$ cat config.mk
export PLATFORM = sky130hd
export DESIGN_NAME = ipi_receiver
export DESIGN_NICKNAME = d
export VERILOG_FILES = /design/src/rtl/ipi_rx_pkg.sv /design/src/rtl/ipi_rx_filter.sv /design/src/rtl/ipi_rx_decode.sv /design/src/rtl/ipi_rx_pend.sv /design/src/rtl/ipi_receiver.sv
export SDC_FILE = /design/constraint.sdc
export NUM_CORES = 1
export LEC_CHECK = 0
export BUFFER_PORTS_ARGS = -buffer_cell sky130_fd_sc_hd__buf_4
export CAP_MARGIN = 20
export CORE_AREA = 2 2 277 279
export CTS_CLUSTER_DIAMETER = 200
export DETAILED_ROUTE_END_ITERATION = 10
export DIE_AREA = 0 0 279 281
export PLACE_DENSITY = 0.5
export RECOVER_POWER = 50
export SLEW_MARGIN = 0
export SYNTH_ARGS = -nofsm -noshare
export SYNTH_HDL_FRONTEND = slang
export SYNTH_SLANG_ARGS = --single-unit
$ cat constraint.sdc
create_clock -name clk -period 1.99 [get_ports clk]
set_input_delay 0.398 -clock clk [delete_from_list [all_inputs] [get_ports clk]]
set_output_delay 0.398 -clock clk [all_outputs]
set_load 0.02 [all_outputs]
$ cat src/rtl/ipi_rx_pkg.sv
package ipi_rx_pkg;
  localparam int VEC_W  = 8;
  localparam int EXT_N  = 1 << VEC_W;
  localparam int MGMT_N = 4;
  localparam int MGMT_W = $clog2(MGMT_N);
  localparam int MODE_W = 3;

  localparam logic [VEC_W-1:0] V_NMI_SLOT  = VEC_W'(2);
  localparam logic [VEC_W-1:0] V_FIRST_OPEN = VEC_W'(16);
  localparam logic [VEC_W-1:0] V_MGMT_LIM  = VEC_W'(MGMT_N);

  typedef enum logic [MODE_W-1:0] {
    DM_FIXED  = 3'b000,
    DM_RSV_A  = 3'b001,
    DM_MGMT   = 3'b010,
    DM_RSV_B  = 3'b011,
    DM_NMI    = 3'b100,
    DM_INIT   = 3'b101,
    DM_RSV_C  = 3'b110,
    DM_LEGACY = 3'b111
  } dmode_e;

  typedef struct packed {
    logic              ext;
    logic [VEC_W-1:0]  vec;
    logic [MGMT_N-1:0] mgmt;
    logic              nmi;
    logic              init;
    logic              lgcy;
    logic              drop;
    logic              err;
  } act_t;
endpackage

$ cat src/rtl/ipi_rx_filter.sv
module ipi_rx_filter #(
  parameter int ADDR_W = 64,
  parameter int ID_W   = 8
) (
  input  logic                        valid,
  input  logic [ADDR_W-1:0]           addr,
  input  logic [ADDR_W-2*ID_W-5:0]    base,
  input  logic [ID_W-1:0]             my_id,
  input  logic [ID_W-1:0]             my_eid,
  output logic                        hit,
  output logic                        unused_set
);
  localparam int EID_LSB  = 4;
  localparam int ID_LSB   = EID_LSB + ID_W;
  localparam int BASE_LSB = ID_LSB + ID_W;

  always_comb begin
    hit = valid
       && (addr[ADDR_W-1:BASE_LSB] == base)
       && (addr[BASE_LSB-1:ID_LSB] == my_id)
       && (addr[ID_LSB-1:EID_LSB] == my_eid)
       && (addr[2:0] == 3'b000);
    unused_set = addr[3];
  end
endmodule

$ cat src/rtl/ipi_rx_decode.sv
module ipi_rx_decode
  import ipi_rx_pkg::*;
(
  input  logic              hit,
  input  logic              unused_set,
  input  logic [MODE_W-1:0] mode,
  input  logic [VEC_W-1:0]  vec,
  output act_t              act
);
  logic vec_fixed_ok;
  assign vec_fixed_ok = (vec == '0) || (vec == V_NMI_SLOT) || (vec >= V_FIRST_OPEN);

  always_comb begin
    act     = '0;
    act.vec = vec;
    if (hit) begin
      if (unused_set) begin
        act.drop = 1'b1;
        act.err  = 1'b1;
      end else begin
        case (dmode_e'(mode))
          DM_FIXED: begin
            if (vec_fixed_ok) act.ext = 1'b1;
            else              act.drop = 1'b1;
          end
          DM_MGMT: begin
            if (vec < V_MGMT_LIM) act.mgmt[vec[MGMT_W-1:0]] = 1'b1;
            else                  act.drop = 1'b1;
          end
          DM_NMI:    act.nmi  = 1'b1;
          DM_INIT:   act.init = 1'b1;
          DM_LEGACY: act.lgcy = 1'b1;
          default:   act.drop = 1'b1;
        endcase
      end
    end
  end
endmodule

$ cat src/rtl/ipi_rx_pend.sv
module ipi_rx_pend #(
  parameter int N = 4
) (
  input  logic         clk,
  input  logic         rst,
  input  logic [N-1:0] set,
  input  logic [N-1:0] clr,
  output logic [N-1:0] q
);
  logic armed;

  always_ff @(posedge clk) begin
    if (rst) begin
      q     <= '0;
      armed <= 1'b0;
    end else begin
      q     <= (q & ~clr) | set;
      armed <= 1'b1;
    end
  end

  AST_SET_WINS: assert property (@(posedge clk) disable iff (rst)
    armed |-> ((q & $past(set)) == $past(set)));
  AST_CLEAR_TAKES: assert property (@(posedge clk) disable iff (rst)
    armed |-> ((q & $past(clr & ~set)) == '0));
  AST_PEND_HOLDS: assert property (@(posedge clk) disable iff (rst)
    armed |-> (($past(q) & ~$past(clr) & ~q) == '0));
endmodule

$ cat src/rtl/ipi_receiver.sv
module ipi_receiver
  import ipi_rx_pkg::*;
#(
  parameter int          ADDR_W        = 64,
  parameter int          DATA_W        = 64,
  parameter int          ID_W          = 8,
  parameter logic [63:0] BASE_ADDR_RST = 64'h0000_0000_FEE0_0000
) (
  input  logic                      clk,
  input  logic                      rst,
  input  logic                      wr_valid,
  input  logic [ADDR_W-1:0]         wr_addr,
  input  logic [DATA_W-1:0]         wr_data,
  input  logic [ID_W-1:0]           cfg_id,
  input  logic [ID_W-1:0]           cfg_eid,
  input  logic                      base_load,
  input  logic [ADDR_W-2*ID_W-5:0]  base_value,
  input  logic [EXT_N-1:0]          ext_clr,
  input  logic [MGMT_N-1:0]         mgmt_clr,
  input  logic                      nmi_clr,
  input  logic                      init_clr,
  input  logic                      lgcy_clr,
  output logic [EXT_N-1:0]          ext_pend,
  output logic [MGMT_N-1:0]         mgmt_pend,
  output logic                      nmi_pend,
  output logic                      init_pend,
  output logic                      lgcy_pend,
  output logic                      drop_o,
  output logic                      err_o
);
  localparam int BASE_LSB = 4 + 2 * ID_W;
  localparam int BASE_W   = ADDR_W - BASE_LSB;
  localparam int MODE_LSB = VEC_W;

  logic [BASE_W-1:0] base_q;
  logic              hit, unused_set, armed;
  act_t              act;
  logic [EXT_N-1:0]  ext_set;
  logic [2:0]        flag_q;
  logic              data_hi_unused;

  assign data_hi_unused = ^wr_data[DATA_W-1:MODE_LSB+MODE_W];

  always_ff @(posedge clk) begin
    if (rst)            base_q <= BASE_ADDR_RST[ADDR_W-1:BASE_LSB];
    else if (base_load) base_q <= base_value;
  end

  ipi_rx_filter #(.ADDR_W(ADDR_W), .ID_W(ID_W)) u_filter (
    .valid(wr_valid), .addr(wr_addr), .base(base_q),
    .my_id(cfg_id), .my_eid(cfg_eid),
    .hit(hit), .unused_set(unused_set)
  );

  ipi_rx_decode u_decode (
    .hit(hit), .unused_set(unused_set),
    .mode(wr_data[MODE_LSB+MODE_W-1:MODE_LSB]),
    .vec(wr_data[VEC_W-1:0]),
    .act(act)
  );

  always_comb begin
    for (int i = 0; i < EXT_N; i++)
      ext_set[i] = act.ext && (act.vec == VEC_W'(i));
  end

  ipi_rx_pend #(.N(EXT_N)) u_ext_bank (
    .clk(clk), .rst(rst), .set(ext_set), .clr(ext_clr), .q(ext_pend)
  );

  ipi_rx_pend #(.N(MGMT_N)) u_mgmt_bank (
    .clk(clk), .rst(rst), .set(act.mgmt), .clr(mgmt_clr), .q(mgmt_pend)
  );

  ipi_rx_pend #(.N(3)) u_flag_bank (
    .clk(clk), .rst(rst),
    .set({act.lgcy, act.init, act.nmi}),
    .clr({lgcy_clr, init_clr, nmi_clr}),
    .q(flag_q)
  );
  assign {lgcy_pend, init_pend, nmi_pend} = flag_q;

  always_ff @(posedge clk) begin
    if (rst) begin
      drop_o <= 1'b0;
      err_o  <= 1'b0;
      armed  <= 1'b0;
    end else begin
      drop_o <= act.drop;
      err_o  <= act.err;
      armed  <= 1'b1;
    end
  end

  AST_ERR_WITH_DROP: assert property (@(posedge clk) disable iff (rst)
    err_o |-> drop_o);
  AST_PULSE_NEEDS_WRITE: assert property (@(posedge clk) disable iff (rst)
    armed && drop_o |-> $past(wr_valid));
  AST_BASE_HOLD: assert property (@(posedge clk) disable iff (rst)
    armed && !$past(base_load) |-> $stable(base_q));
  AST_NO_SPURIOUS_EXT: assert property (@(posedge clk) disable iff (rst)
    armed && !$past(wr_valid) |-> ((ext_pend & ~$past(ext_pend)) == '0));
  AST_SINGLE_ACTION: assert property (@(posedge clk) disable iff (rst)
    $onehot0({act.ext, |act.mgmt, act.nmi, act.init, act.lgcy, act.drop}));
endmodule

==> flow_summary_export.csv <==
group,metric,value,unit
status,status,"finished, violations left",
status,violations,"setup timing",
floorplan,initial_core_util,0.173,
floorplan,row_count,101,
detailed_routing,wl,71.5,mm
clocking,path_clk_slew,0.06,ns
power,peakVddDrop,0.607,mV
critical_path,crit_arrival,2.43,ns
grt,grt_pass1_wl,100,mm
synth,ys_ff_latch,309,
floorplan,dieArea,78400,µm²
floorplan,core,75400,µm²
critical_path,cp_max_fo,114,
clocking,numCtsBuffers,39,
placed_design,hpwl,54.8,mm
critical_path,end_kind,"flip-flop",
synth,syn-cell-area,13100,µm²
synth,syn_nets,2158,
clocking,clock_latency,0.56,ns
final_layout,synthToLayoutAreaGrowth,66.6,%
floorplan,io_pins,720,
clocking,cts-root-buf,"clkbuf_16",
grt,grt_usage,0.175,
synth,synth_xor_area_frac,0.0402,
synth,synthMuxAreaShare,0.0260,
synth,yosys_warnings,0,
floorplan,die_h,281,µm
clocking,post_cts_buffers,0,
clocking,htree_levels,2,
final_layout,final_util,0.289,
sta,finalSetupViolCount,3,
run,cap_violations,0,
detailed_routing,drcViolationCount,0,
synth,yosysUniqueCellTypes,37,
sta,tns,-0.0296,ns
synth,synth_top_family_by_area,"simple AND/OR/NAND/NOR gates",
power,p_leak,8.48,nW
placed_design,gp_congestion,0.828,
final_layout,drive_gt1_frac,0.329,
detailed_routing,initialDrtViolationCount,738,
floorplan,dieWidth,279,µm
detailed_routing,postRouteAntennaNets,0,
synth,synth_fa_ha_area_frac,0,
detailed_routing,routed_via_density,4.26,
synth,syn_area_per_cell,7.68,µm²
synth,synth-simple-area-share,0.308,
critical_path,cp_num_buf_inv,3,
grt,grt_pass1_vias,14600,
grt,antenna_found_initial,9,
critical_path,path_delay_family,"buffers and inverters",
placed_design,numPortBuffers,666,
detailed_routing,via_count,14700,
critical_path,worstPathCellList,"clkbuf_1 -> buf_6 -> clkbuf_2 -> nor2_1 -> nand2_1 -> o31ai_1",
sta,fin_ws,-0.0244,ns
sta,max_slew.worst_pin.slew,1.08,ns
grt,overflow,0,
synth,synth_compound_area_frac,0.107,
clocking,clkSinkCount,309,
power,powerDensity,707,nW/µm²
min_path,min_path_type,"in2reg",
final_layout,final_net_count,2906,
sta,slew_violations,0,
sta,hold_viol,0,
critical_path,max_stage_delay,0.69,ns
grt,grt_max_degree,152,
sta,skew,0.0209,ns
detailed_routing,dr.pass1.iters,5,
sta,max_freq,0.496,GHz
synth,synth_cells,1703,
sta,rsz0062_at_grt,"true",
sta,finalCriticalPeriod,2.01,ns
sta,fin_crit_sh,1.01,
detailed_routing,wl_per_cell,20.7,µm
synth,ys_seq_area_frac,0.473,
clocking,cts_tree,"done",
critical_path,cp_data_required_time,2.40,ns
critical_path,start_kind,"primary input",
critical_path,cp_slowest_cell,"buf_6",
sta,slew_headroom,0.281,
clocking,cts_max_path_buffers,3,
critical_path,crit_type,"in2reg",
## cells by family after synthesis
family,after synthesis
buffers and inverters,138
AOI/OAI and AO/OA,263
and+or+nand+nor,899
DFF,309
xor gates and xnor gates,60
muxes,34
## sequential cells by signal, summed over array words and instances (netlist names)
register and flops:
drop_o 1, u_mgmt_bank.q 4, u_flag_bank.q 3, err_o 1
base_q 44, u_ext_bank.q 256
## path summary, 6_finish.rpt
kind	start	to	slack, ns	cells past startpoint
max	rst	u_ext_bank.q[162]	-0.02	6
min	mgmt_clr[0]	u_mgmt_bank.q[0]	0.06	2
min reg2reg	u_ext_bank.q[167]	u_ext_bank.q[167]	0.44	2
max reg2reg	base_q[39]	u_ext_bank.q[129]	0	7
## routing by layer
layer  track usage  vias up  wire length [µm]
li1              -     7243                 -
met5             0        -                17
met3        0.0476       97              5330
met1         0.202     6776             28800
met2         0.315      594             35500
met4        0.0511        4              1850
## synth_stat cells (all sizes together)
master	number	area (µm²)
a211o	10	87.6
a21oi	1	5.00
a31oi	1	6.26
and2	1	6.26
buf	51	284
clkbuf	81	304
dfxtp	309	6190
inv	6	22.5
mux2i	34	340
nand2	248	931
nand2b	7	43.8
nand3	237	1190
nand3b	1	7.51
nand4	38	238
nand4b	1	8.76
nor2	300	1130
nor2b	14	87.6
nor3	18	116
nor3b	16	130
nor4	9	62.6
nor4b	1	15.0
o21ai	238	1190
o311a	1	10.0
o31ai	9	67.6
o32ai	3	26.3
or2	1	6.26
or3	2	12.5
or3b	5	43.8
xnor2	60	526
## stage by stage
| stage | power, W | std cells | setup slack [ns] | instance area, µm² | hold WS, ns |
|---|---|---|---|---|---|
| after floorplan | 0.00700 | 1703 | 0.210 | 13100 | 0.474 |
| after global placement | 0.00823 | 3373 | -0.511 | 20800 | 0.435 |
| after detailed placement | 0.00823 | 3373 | -0.580 | 20800 | 0.438 |
| after CTS | 0.0156 | 3455 | 0.00544 | 22200 | 0.0162 |
| after global routing | 0.0160 | 3456 | -0.175 | 21800 | 0.0336 |
| final | 0.0154 | 3457 | -0.0244 | 21800 | 0.0577 |
## area by class of cell
cell class / count / area [µm²]
clock buffers: 55 / 1110
well taps: 978 / 1220
flip-flops and latches: 309 / 6190
multi-input cells: 1256 / 6490
inverters: 6 / 22.5
clock inverters: 12 / 170
fillers: 8394 / 53700
repair buffers: 839 / 6580
diodes: 2 / 5.00
## report_power, final
group	switching [W]	internal, W	leakage [nW]	total (W)
combinational	0.000828	0.000989	5.35	0.00182
sequential	0.0000428	0.00624	2.50	0.00629
clock	0.00293	0.00438	0.626	0.00730
total	0.00380	0.0116	8.48	0.0154
## placed cells by master, fill, tap and decap left out, drive strengths merged, types with 9 or more instances in the layout
cell / count
xnor2: 60
nor3: 18
o21ai: 238
mux2i: 34
dlygate4sd3: 15
nor2: 300
a211o: 10
nand2: 248
dfxtp: 309
nor2b: 14
clkbuf: 183
nor4: 9
nand4: 38
nand3: 237
buf: 696
o31ai: 9
nor3b: 16
## timing repair
action | 4_1_cts | 5_1_grt
hold buffers | 15 | 0
resized for setup | 9 | 1
endpoints found under the hold margin | 15 | 0
pin swaps | 4 | 0
setup endpoints to repair | 236 | 235
Note: power is estimated with default switching activity, not from simulation.
